<file path="src/rtl/mcdp_pkg.sv">
package mcdp_pkg;

  typedef enum logic [2:0] {
    ALU_ADD = 3'd0,
    ALU_SUB = 3'd1,
    ALU_AND = 3'd2,
    ALU_OR  = 3'd3,
    ALU_SLT = 3'd4
  } aluOp_e;

  typedef struct packed {
    logic   irLoad;
    logic   aLoad;
    logic   bLoad;
    logic   rLoad;
    logic   mLoad;
    logic   regWrite;
    logic   dstIsRd;
    logic   wbFromMem;
    logic   srcImm;
    logic   extSign;
    logic   memWrite;
    logic   pcAdvance;
    logic   pcBranch;
    aluOp_e aluOp;
  } ctrlStrobes_t;

endpackage

</file>
<file path="src/rtl/mcdp_alu.sv">
module mcdp_alu
  import mcdp_pkg::*;
#(
  parameter int DW = 32
) (
  input  aluOp_e          op,
  input  logic [DW-1:0]   opA,
  input  logic [DW-1:0]   opB,
  output logic [DW-1:0]   result
);

  always_comb begin
    unique case (op)
      ALU_SUB: result = opA - opB;
      ALU_AND: result = opA & opB;
      ALU_OR:  result = opA | opB;
      ALU_SLT: result = {{(DW-1){1'b0}}, ($signed(opA) < $signed(opB))};
      default: result = opA + opB;
    endcase
  end

endmodule

</file>
<file path="src/rtl/mcdp_regfile.sv">
module mcdp_regfile #(
  parameter int DW   = 32,
  parameter int NREG = 32,
  localparam int AW  = $clog2(NREG)
) (
  input  logic          clk,
  input  logic          rstN,
  input  logic [AW-1:0] rdAddrA,
  input  logic [AW-1:0] rdAddrB,
  output logic [DW-1:0] rdDataA,
  output logic [DW-1:0] rdDataB,
  input  logic          wrEn,
  input  logic [AW-1:0] wrAddr,
  input  logic [DW-1:0] wrData
);

  logic [DW-1:0] regs [NREG];

  for (genvar g = 0; g < NREG; g++) begin : gReg
    if (g == 0) begin : gZero
      assign regs[g] = '0;
    end else begin : gStore
      always_ff @(posedge clk or negedge rstN) begin
        if (!rstN)                                regs[g] <= '0;
        else if (wrEn && wrAddr == AW'(g))        regs[g] <= wrData;
      end
    end
  end

  assign rdDataA = regs[rdAddrA];
  assign rdDataB = regs[rdAddrB];


  wr_rd_chk: assert property (@(posedge clk) disable iff (!rstN)
    (wrEn && wrAddr != '0 && wrAddr == rdAddrA)
      |=> (!$stable(rdAddrA) || rdDataA == $past(wrData)));

endmodule

</file>
<file path="src/rtl/mcdp_ctrl.sv">
module mcdp_ctrl
  import mcdp_pkg::*;
(
  input  logic         irLoad,
  input  logic         aLoad,
  input  logic         bLoad,
  input  logic         rLoad,
  input  logic         mLoad,
  input  logic         regWrite,
  input  logic         dstIsRd,
  input  logic         wbFromMem,
  input  logic         aluSrcImm,
  input  logic         immSigned,
  input  logic [2:0]   aluSel,
  input  logic         aluFromFunct,
  input  logic         memWrite,
  input  logic         pcAdvance,
  input  logic         pcBranch,
  input  logic [5:0]   functField,
  output ctrlStrobes_t strobes
);

  aluOp_e directOp;
  aluOp_e functOp;

  always_comb begin
    unique case (aluSel)
      3'd1:    directOp = ALU_SUB;
      3'd2:    directOp = ALU_AND;
      3'd3:    directOp = ALU_OR;
      3'd4:    directOp = ALU_SLT;
      default: directOp = ALU_ADD;
    endcase
  end

  always_comb begin
    unique case (functField)
      6'h22, 6'h23: functOp = ALU_SUB;
      6'h24:        functOp = ALU_AND;
      6'h25:        functOp = ALU_OR;
      6'h2A:        functOp = ALU_SLT;
      default:      functOp = ALU_ADD;
    endcase
  end

  always_comb begin
    strobes.irLoad    = irLoad;
    strobes.aLoad     = aLoad;
    strobes.bLoad     = bLoad;
    strobes.rLoad     = rLoad;
    strobes.mLoad     = mLoad;
    strobes.regWrite  = regWrite;
    strobes.dstIsRd   = dstIsRd;
    strobes.wbFromMem = wbFromMem;
    strobes.srcImm    = aluSrcImm;
    strobes.extSign   = immSigned;
    strobes.memWrite  = memWrite;
    strobes.pcAdvance = pcAdvance & ~pcBranch;
    strobes.pcBranch  = pcBranch;
    strobes.aluOp     = aluFromFunct ? functOp : directOp;
  end

endmodule

</file>
<file path="src/rtl/mcdp_datapath.sv">
module mcdp_datapath
  import mcdp_pkg::*;
#(
  parameter int DW   = 32,
  parameter int NREG = 32,
  localparam int AW  = $clog2(NREG),
  localparam int IMMW = 16
) (
  input  logic          clk,
  input  logic          rstN,
  input  ctrlStrobes_t  ctl,
  output logic [DW-1:0] imemAddr,
  input  logic [DW-1:0] imemData,
  output logic [DW-1:0] dmemAddr,
  output logic [DW-1:0] dmemWrData,
  output logic          dmemWe,
  input  logic [DW-1:0] dmemRdData,
  output logic [5:0]    opcode,
  output logic [5:0]    functField,
  output logic          zero
);

  logic [DW-1:0] pc, ir, aLat, bLat, rLat, mLat;
  logic [DW-1:0] regA, regB, immExt, immSext, aluB, aluY, wbData;
  logic [DW-1:0] seqPc, brTarget;
  logic [AW-1:0] rsIdx, rtIdx, rdIdx, dstIdx;
  logic [IMMW-1:0] imm;

  assign rsIdx = ir[21 +: AW];
  assign rtIdx = ir[16 +: AW];
  assign rdIdx = ir[11 +: AW];
  assign imm   = ir[IMMW-1:0];

  assign immSext = {{(DW-IMMW){imm[IMMW-1]}}, imm};
  assign immExt  = ctl.extSign ? immSext : {{(DW-IMMW){1'b0}}, imm};
  assign aluB    = ctl.srcImm ? immExt : bLat;

  mcdp_regfile #(.DW(DW), .NREG(NREG)) u_regs (
    .clk     (clk),
    .rstN    (rstN),
    .rdAddrA (rsIdx),
    .rdAddrB (rtIdx),
    .rdDataA (regA),
    .rdDataB (regB),
    .wrEn    (ctl.regWrite),
    .wrAddr  (dstIdx),
    .wrData  (wbData)
  );

  mcdp_alu #(.DW(DW)) u_alu (
    .op     (ctl.aluOp),
    .opA    (aLat),
    .opB    (aluB),
    .result (aluY)
  );

  assign zero     = (aluY == '0);
  assign dstIdx   = ctl.dstIsRd ? rdIdx : rtIdx;
  assign wbData   = ctl.wbFromMem ? mLat : rLat;
  assign seqPc    = pc + DW'(4);
  assign brTarget = seqPc + {immSext[DW-3:0], 2'b00};

  always_ff @(posedge clk or negedge rstN) begin
    if (!rstN) begin
      pc   <= '0;
      ir   <= '0;
      aLat <= '0;
      bLat <= '0;
      rLat <= '0;
      mLat <= '0;
    end else begin
      if (ctl.irLoad) ir   <= imemData;
      if (ctl.aLoad)  aLat <= regA;
      if (ctl.bLoad)  bLat <= regB;
      if (ctl.rLoad)  rLat <= aluY;
      if (ctl.mLoad)  mLat <= dmemRdData;
      if (ctl.pcBranch)       pc <= zero ? brTarget : seqPc;
      else if (ctl.pcAdvance) pc <= seqPc;
    end
  end

  assign imemAddr   = pc;
  assign dmemAddr   = rLat;
  assign dmemWrData = bLat;
  assign dmemWe     = ctl.memWrite;
  assign opcode     = ir[31:26];
  assign functField = ir[5:0];


  ir_hold_chk: assert property (@(posedge clk) disable iff (!rstN)
    !ctl.irLoad |=> $stable(opcode) && $stable(functField));


  a_hold_chk: assert property (@(posedge clk) disable iff (!rstN)
    !ctl.aLoad |=> $stable(aLat));


  b_hold_chk: assert property (@(posedge clk) disable iff (!rstN)
    !ctl.bLoad |=> $stable(dmemWrData));


  pc_step_chk: assert property (@(posedge clk) disable iff (!rstN)
    (!ctl.pcAdvance && !ctl.pcBranch) |=> $stable(imemAddr));


  pc_plus4_chk: assert property (@(posedge clk) disable iff (!rstN)
    ctl.pcAdvance |=> imemAddr == $past(imemAddr) + DW'(4));

endmodule

</file>
<file path="src/rtl/mcdp_top.sv">
module mcdp_top
  import mcdp_pkg::*;
#(
  parameter int DW   = 32,
  parameter int NREG = 32
) (
  input  logic          clk,
  input  logic          rstN,
  output logic [DW-1:0] imemAddr,
  input  logic [DW-1:0] imemData,
  output logic [DW-1:0] dmemAddr,
  output logic [DW-1:0] dmemWrData,
  output logic          dmemWe,
  input  logic [DW-1:0] dmemRdData,
  input  logic          irLoad,
  input  logic          aLoad,
  input  logic          bLoad,
  input  logic          rLoad,
  input  logic          mLoad,
  input  logic          regWrite,
  input  logic          dstIsRd,
  input  logic          wbFromMem,
  input  logic          aluSrcImm,
  input  logic          immSigned,
  input  logic [2:0]    aluSel,
  input  logic          aluFromFunct,
  input  logic          memWrite,
  input  logic          pcAdvance,
  input  logic          pcBranch,
  output logic [5:0]    opcode,
  output logic [5:0]    funct,
  output logic          zero
);

  ctrlStrobes_t strobes;

  mcdp_ctrl u_ctrl (
    .irLoad       (irLoad),
    .aLoad        (aLoad),
    .bLoad        (bLoad),
    .rLoad        (rLoad),
    .mLoad        (mLoad),
    .regWrite     (regWrite),
    .dstIsRd      (dstIsRd),
    .wbFromMem    (wbFromMem),
    .aluSrcImm    (aluSrcImm),
    .immSigned    (immSigned),
    .aluSel       (aluSel),
    .aluFromFunct (aluFromFunct),
    .memWrite     (memWrite),
    .pcAdvance    (pcAdvance),
    .pcBranch     (pcBranch),
    .functField   (funct),
    .strobes      (strobes)
  );

  mcdp_datapath #(.DW(DW), .NREG(NREG)) u_dp (
    .clk        (clk),
    .rstN       (rstN),
    .ctl        (strobes),
    .imemAddr   (imemAddr),
    .imemData   (imemData),
    .dmemAddr   (dmemAddr),
    .dmemWrData (dmemWrData),
    .dmemWe     (dmemWe),
    .dmemRdData (dmemRdData),
    .opcode     (opcode),
    .functField (funct),
    .zero       (zero)
  );

endmodule

</file>
<file path="config.mk">
export PLATFORM = sky130hd
export DESIGN_NAME = mcdp_top
export DESIGN_NICKNAME = d
export VERILOG_FILES = /design/src/rtl/mcdp_pkg.sv /design/src/rtl/mcdp_alu.sv /design/src/rtl/mcdp_regfile.sv /design/src/rtl/mcdp_ctrl.sv /design/src/rtl/mcdp_datapath.sv /design/src/rtl/mcdp_top.sv
export SDC_FILE = /design/constraint.sdc
export NUM_CORES = 2
export LEC_CHECK = 0
export BUFFER_PORTS_ARGS = -buffer_cell sky130_fd_sc_hd__clkbuf_2
export CORE_MARGIN = 4
export CORE_UTILIZATION = 30
export DETAILED_ROUTE_END_ITERATION = 12
export PLACE_DENSITY = 0.49
export SETUP_SLACK_MARGIN = 0.05
export SYNTH_ARGS = -nofsm -noshare
export SYNTH_HDL_FRONTEND = slang
export SYNTH_HIERARCHICAL = 1
export SYNTH_SLANG_ARGS = --single-unit
</file>
<file path="constraint.sdc">
create_clock -name clk -period 5.77 [get_ports clk]
set_clock_uncertainty 0.05 [all_clocks]
set_input_delay 0.577 -clock clk [delete_from_list [all_inputs] [get_ports clk]]
set_output_delay 0.577 -clock clk [all_outputs]
set_load 0.05 [all_outputs]
</file>
==> run_results.csv <==
group,metric,value,unit
synthesis,synth_top_area_cell,"dfrtp_1",
synthesis,avgSynthCellArea,12.9,um2
synthesis,yosys.area_share.simple,0.0430,
setup_path,cp-start-kind,"flip-flop",
setup_path,r2r.worst_path.cells,25,
routing,drt-initial-drc-count,3438,
final_layout,drive_above_1_share,0.434,
setup_path,worst-endpoint-arrival,5130,ps
clock_network,clk_pin_slew,60,ps
synthesis,ys_types,109,
sta,setup_viol,0,
power_and_ir_drop,p_per_area,514,nW/um2
floorplanning,rows,175,
global_route,grt_start_max_net_pins,153,
flow_run,max_cap_viol_count,0,
placement,placedCellCount,8351,
sta,period_share,0.997,
global_route,antenna_found_initial,8,
floorplanning,die_w,487,um
global_route,grt_pass1_vias,49700,
synthesis,syn_area,68900,um2
sta,fin_setup_tns,0,ps
global_route,grt.total_usage,0.203,
final_layout,seqCellArea,29600,um2
global_route,overflow,0,
setup_path,worstPathRequired,5140,ps
global_route,grt_first_pass_wirelength,358000,um
synthesis,synth_edf_count,0,
routing,vias_per_cell,5.59,
synthesis,synth_top_family_by_area,"multiplexers",
routing,wl,246000,um
final_layout,areaGrowthSynthToFinish,16.2,%
synthesis,synthMuxAreaShare,0.355,
sta,rsz0062_at_grt,"true",
sta,hold_viol,0,
synthesis,synth_cells,5361,
synthesis,ys_warn_count,6,
synthesis,synthAdderAreaFrac,0.0250,
routing,ant_nets,0,
worst_hold_path,min_path_type,"input pin to flip-flop",
sta,clock.fmax,174,MHz
sta,drv_slew,0,
final_layout,fin_nets,5779,
clock_network,clock_latency,790,ps
run_status,status,"complete, no violations",
sta,tightestPinTransition,1230,ps
synthesis,synth-seq-cells,1182,
floorplanning,core,228000,um2
power_and_ir_drop,leakagePower,34.8,nW
final_layout,multi_input_area,37100,um2
floorplanning,ios,193,
sta,period_minus_slack,5760,ps
routing,wl_per_cell,28.3,um
clock_network,root_buffer,"clkbuf_16",
synthesis,async_flop_share,1.00,
synthesis,synth_top_area_share,0.429,
floorplanning,start_util,0.302,
routing,drt_pass1_iterations,6,
power_and_ir_drop,peakVddDrop,0.244,mV
setup_path,crit_type,"flip-flop to output pin",
final_layout,fill_cells,22200,
placement,hpwl,158000,um
clock_network,htreeDepth,4,
sta,relSlewSlack,0.171,
setup_path,ff2ff_setup_slack,480,ps
clock_network,cts-buffers-inserted,136,
setup_path,crit_path_max_fanout,3,
setup_path,end_kind,"output pin",
synthesis,synthXorXnorAreaFrac,0.00699,
placement,place.port_buffers,188,
synthesis,synth_flop_cell,"dfrtp_1",
floorplanning,die_h,487,um
final_layout,finalNonFillerCells,8671,
synthesis,synthTopCellsByArea,"dfrtp_1, mux2_2, mux4_2, mux2i_1, a22o_1",
worst_hold_path,holdPathStages,2,
clock_network,clock_sinks,1182,
placement,gp_congestion,0.936,
routing,num_vias,48500,
routing,drc,0,
synthesis,synth_compound_area_frac,0.0975,
clock_network,clock_path_buffers,3,
floorplanning,die-area,237000,um2
clock_network,cts_tree,"done",
synthesis,seq_area_frac_synth,0.429,
-- critical path, cell delays in order (launching register included) --
cell and delay [ps]:
dfrtp_1 410, mux2_4 320, ha_4 180, buf_4 140, a21oi_4 130, and4b_2 270, o211ai_1 480, buf_4 200
buf_4 90, buf_4 90, nand2_1 70, a21oi_2 140, o21bai_1 90, a221o_1 360, a221o_1 400, nor4_2 170
buf_4 150, nand4_1 240, nor2_4 180, buf_6 120, buf_12 120
-- repair_timing --
| item | in CTS | in global routing |
|---|---|---|
| endpoints found under the setup margin | 1 | 1 |
| hold buffers | 56 | 0 |
| endpoints found under the hold margin | 175 | 0 |
| pin swaps | 24 | 24 |
| resized for setup | 73 | 48 |
| setup buffers | 16 | 8 |
-- final cells by class --
type                            count  area share
Clock inverter                     43     0.00736
Sequential cell                  1182       0.370
Tap cell                         3009      0.0470
Inverter                          126     0.00594
Timing Repair Buffer              583      0.0549
Multi-Input combinational cell   3531       0.464
Clock buffer                      193      0.0507
Antenna cell                        4    0.000125
-- where the power goes --
group / switching [W] / internal, W / leakage [nW]
clock network: 0.00367 / 0.00543 / 2.30
registers: 0.00307 / 0.0120 / 15.2
logic: 0.00846 / 0.00851 / 17.3
total: 0.0152 / 0.0259 / 34.8
-- synthesized netlist by cell type (14+ instances only) --
cell      instances
a221o_1          25
dfrtp_1        1182
a211oi_1         75
nor2_1          141
mux2i_1         169
xor2_1           17
nor4_1           14
o31ai_1          73
xnor2_1          38
buf_6            17
o221ai_1         16
and3_1           35
nand2_1         187
nand4_1          19
buf_4            55
mux2_1          119
and2_1           38
o21ai_1          70
o21bai_1         17
nand2b_1         18
nor3_1           19
inv_1           125
nand3_1          33
ha_1            133
clkbuf_1        265
mux2_2         1136
a21o_1           22
o211ai_1         15
o22ai_1          72
nor2b_1          21
mux4_2          384
o21ai_0         124
a21oi_1         123
buf_1            39
buf_2           147
a22o_1          193
-- layer usage --
metal  vias up  wire, um  part of all wire  track usage
li1      20700         -                 -            -
met1     25800    108000              0.44        0.277
met2      1619    115000              0.47        0.328
met3       382     15500             0.063       0.0380
met4         4      7190             0.029       0.0590
met5         -        27           0.00011            0
-- per-stage QoR --
step                      hold slack (ps)  total power, W  area, um2  worst slack [ps]   util
after floorplan                       231          0.0257      68900              77.6      -
after global placement                437          0.0311      74100              -334  0.325
after detailed placement              441          0.0314      74100              -326  0.325
after CTS                            4.85          0.0411      79800              17.1  0.350
after global routing                 34.4          0.0433      80000             -67.5  0.351
final                                34.7          0.0411      80000              14.6  0.351
-- path summary, 6_finish.rpt --
path,startpoint,endpoint
min in group asynchronous,rstN,u_dp/u_regs/regs[786]$_DFFE_PN0P_
hold / removal,imemData[5],u_dp/ir[5]$_DFFE_PN0P_
setup reg to reg,u_dp/dmemWrData[0]$_DFFE_PN0P_,u_dp/imemAddr[28]$_DFFE_PN0P_
max in group asynchronous,rstN,u_dp/ir[21]$_DFFE_PN0P_
setup / recovery,u_dp/dmemWrData[0]$_DFFE_PN0P_,zero
hold reg to reg,u_dp/mLat[29]$_DFFE_PN0P_,u_dp/mLat[29]$_DFFE_PN0P_
-- sequential cells by signal, indices dropped and copies added (netlist names) --
register	count
u_dp/mLat	32
u_dp/imemAddr	30
u_dp/u_regs/regs	992
u_dp/aLat	32
u_dp/ir	32
u_dp/dmemAddr	32
u_dp/dmemWrData	32
-- layout by cell type, fill, tap and decap left out, types with 21 or more instances in the layout --
| cell type | instances |
|---|---|
| buf_12 | 26 |
| nand3_1 | 30 |
| nor2_1 | 121 |
| clkbuf_16 | 143 |
| a211oi_1 | 74 |
| clkbuf_2 | 186 |
| and3_1 | 35 |
| mux2_2 | 1134 |
| clkbuf_8 | 29 |
| o21ai_1 | 76 |
| mux2i_1 | 169 |
| and2_1 | 36 |
| inv_1 | 120 |
| a221o_1 | 25 |
| mux2_1 | 119 |
| clkbuf_1 | 21 |
| o22ai_1 | 72 |
| o21ai_0 | 114 |
| nand2_1 | 175 |
| a22o_1 | 193 |
| dlygate4sd3_1 | 56 |
| o31ai_1 | 70 |
| mux4_2 | 384 |
| buf_4 | 310 |
| dfrtp_1 | 1155 |
| a21o_1 | 22 |
| a21oi_1 | 112 |
| xnor2_1 | 36 |
| ha_1 | 123 |
-- cell families after synthesis --
kind of cell / count (synthesis)
compound gates: 942
xor+xnor: 55
fa+ha+maj: 136
buf+inv: 649
flops: 1182
mux: 1808
other cells: 1
simple gates: 588
Note: power is estimated with default switching activity, not from simulation.
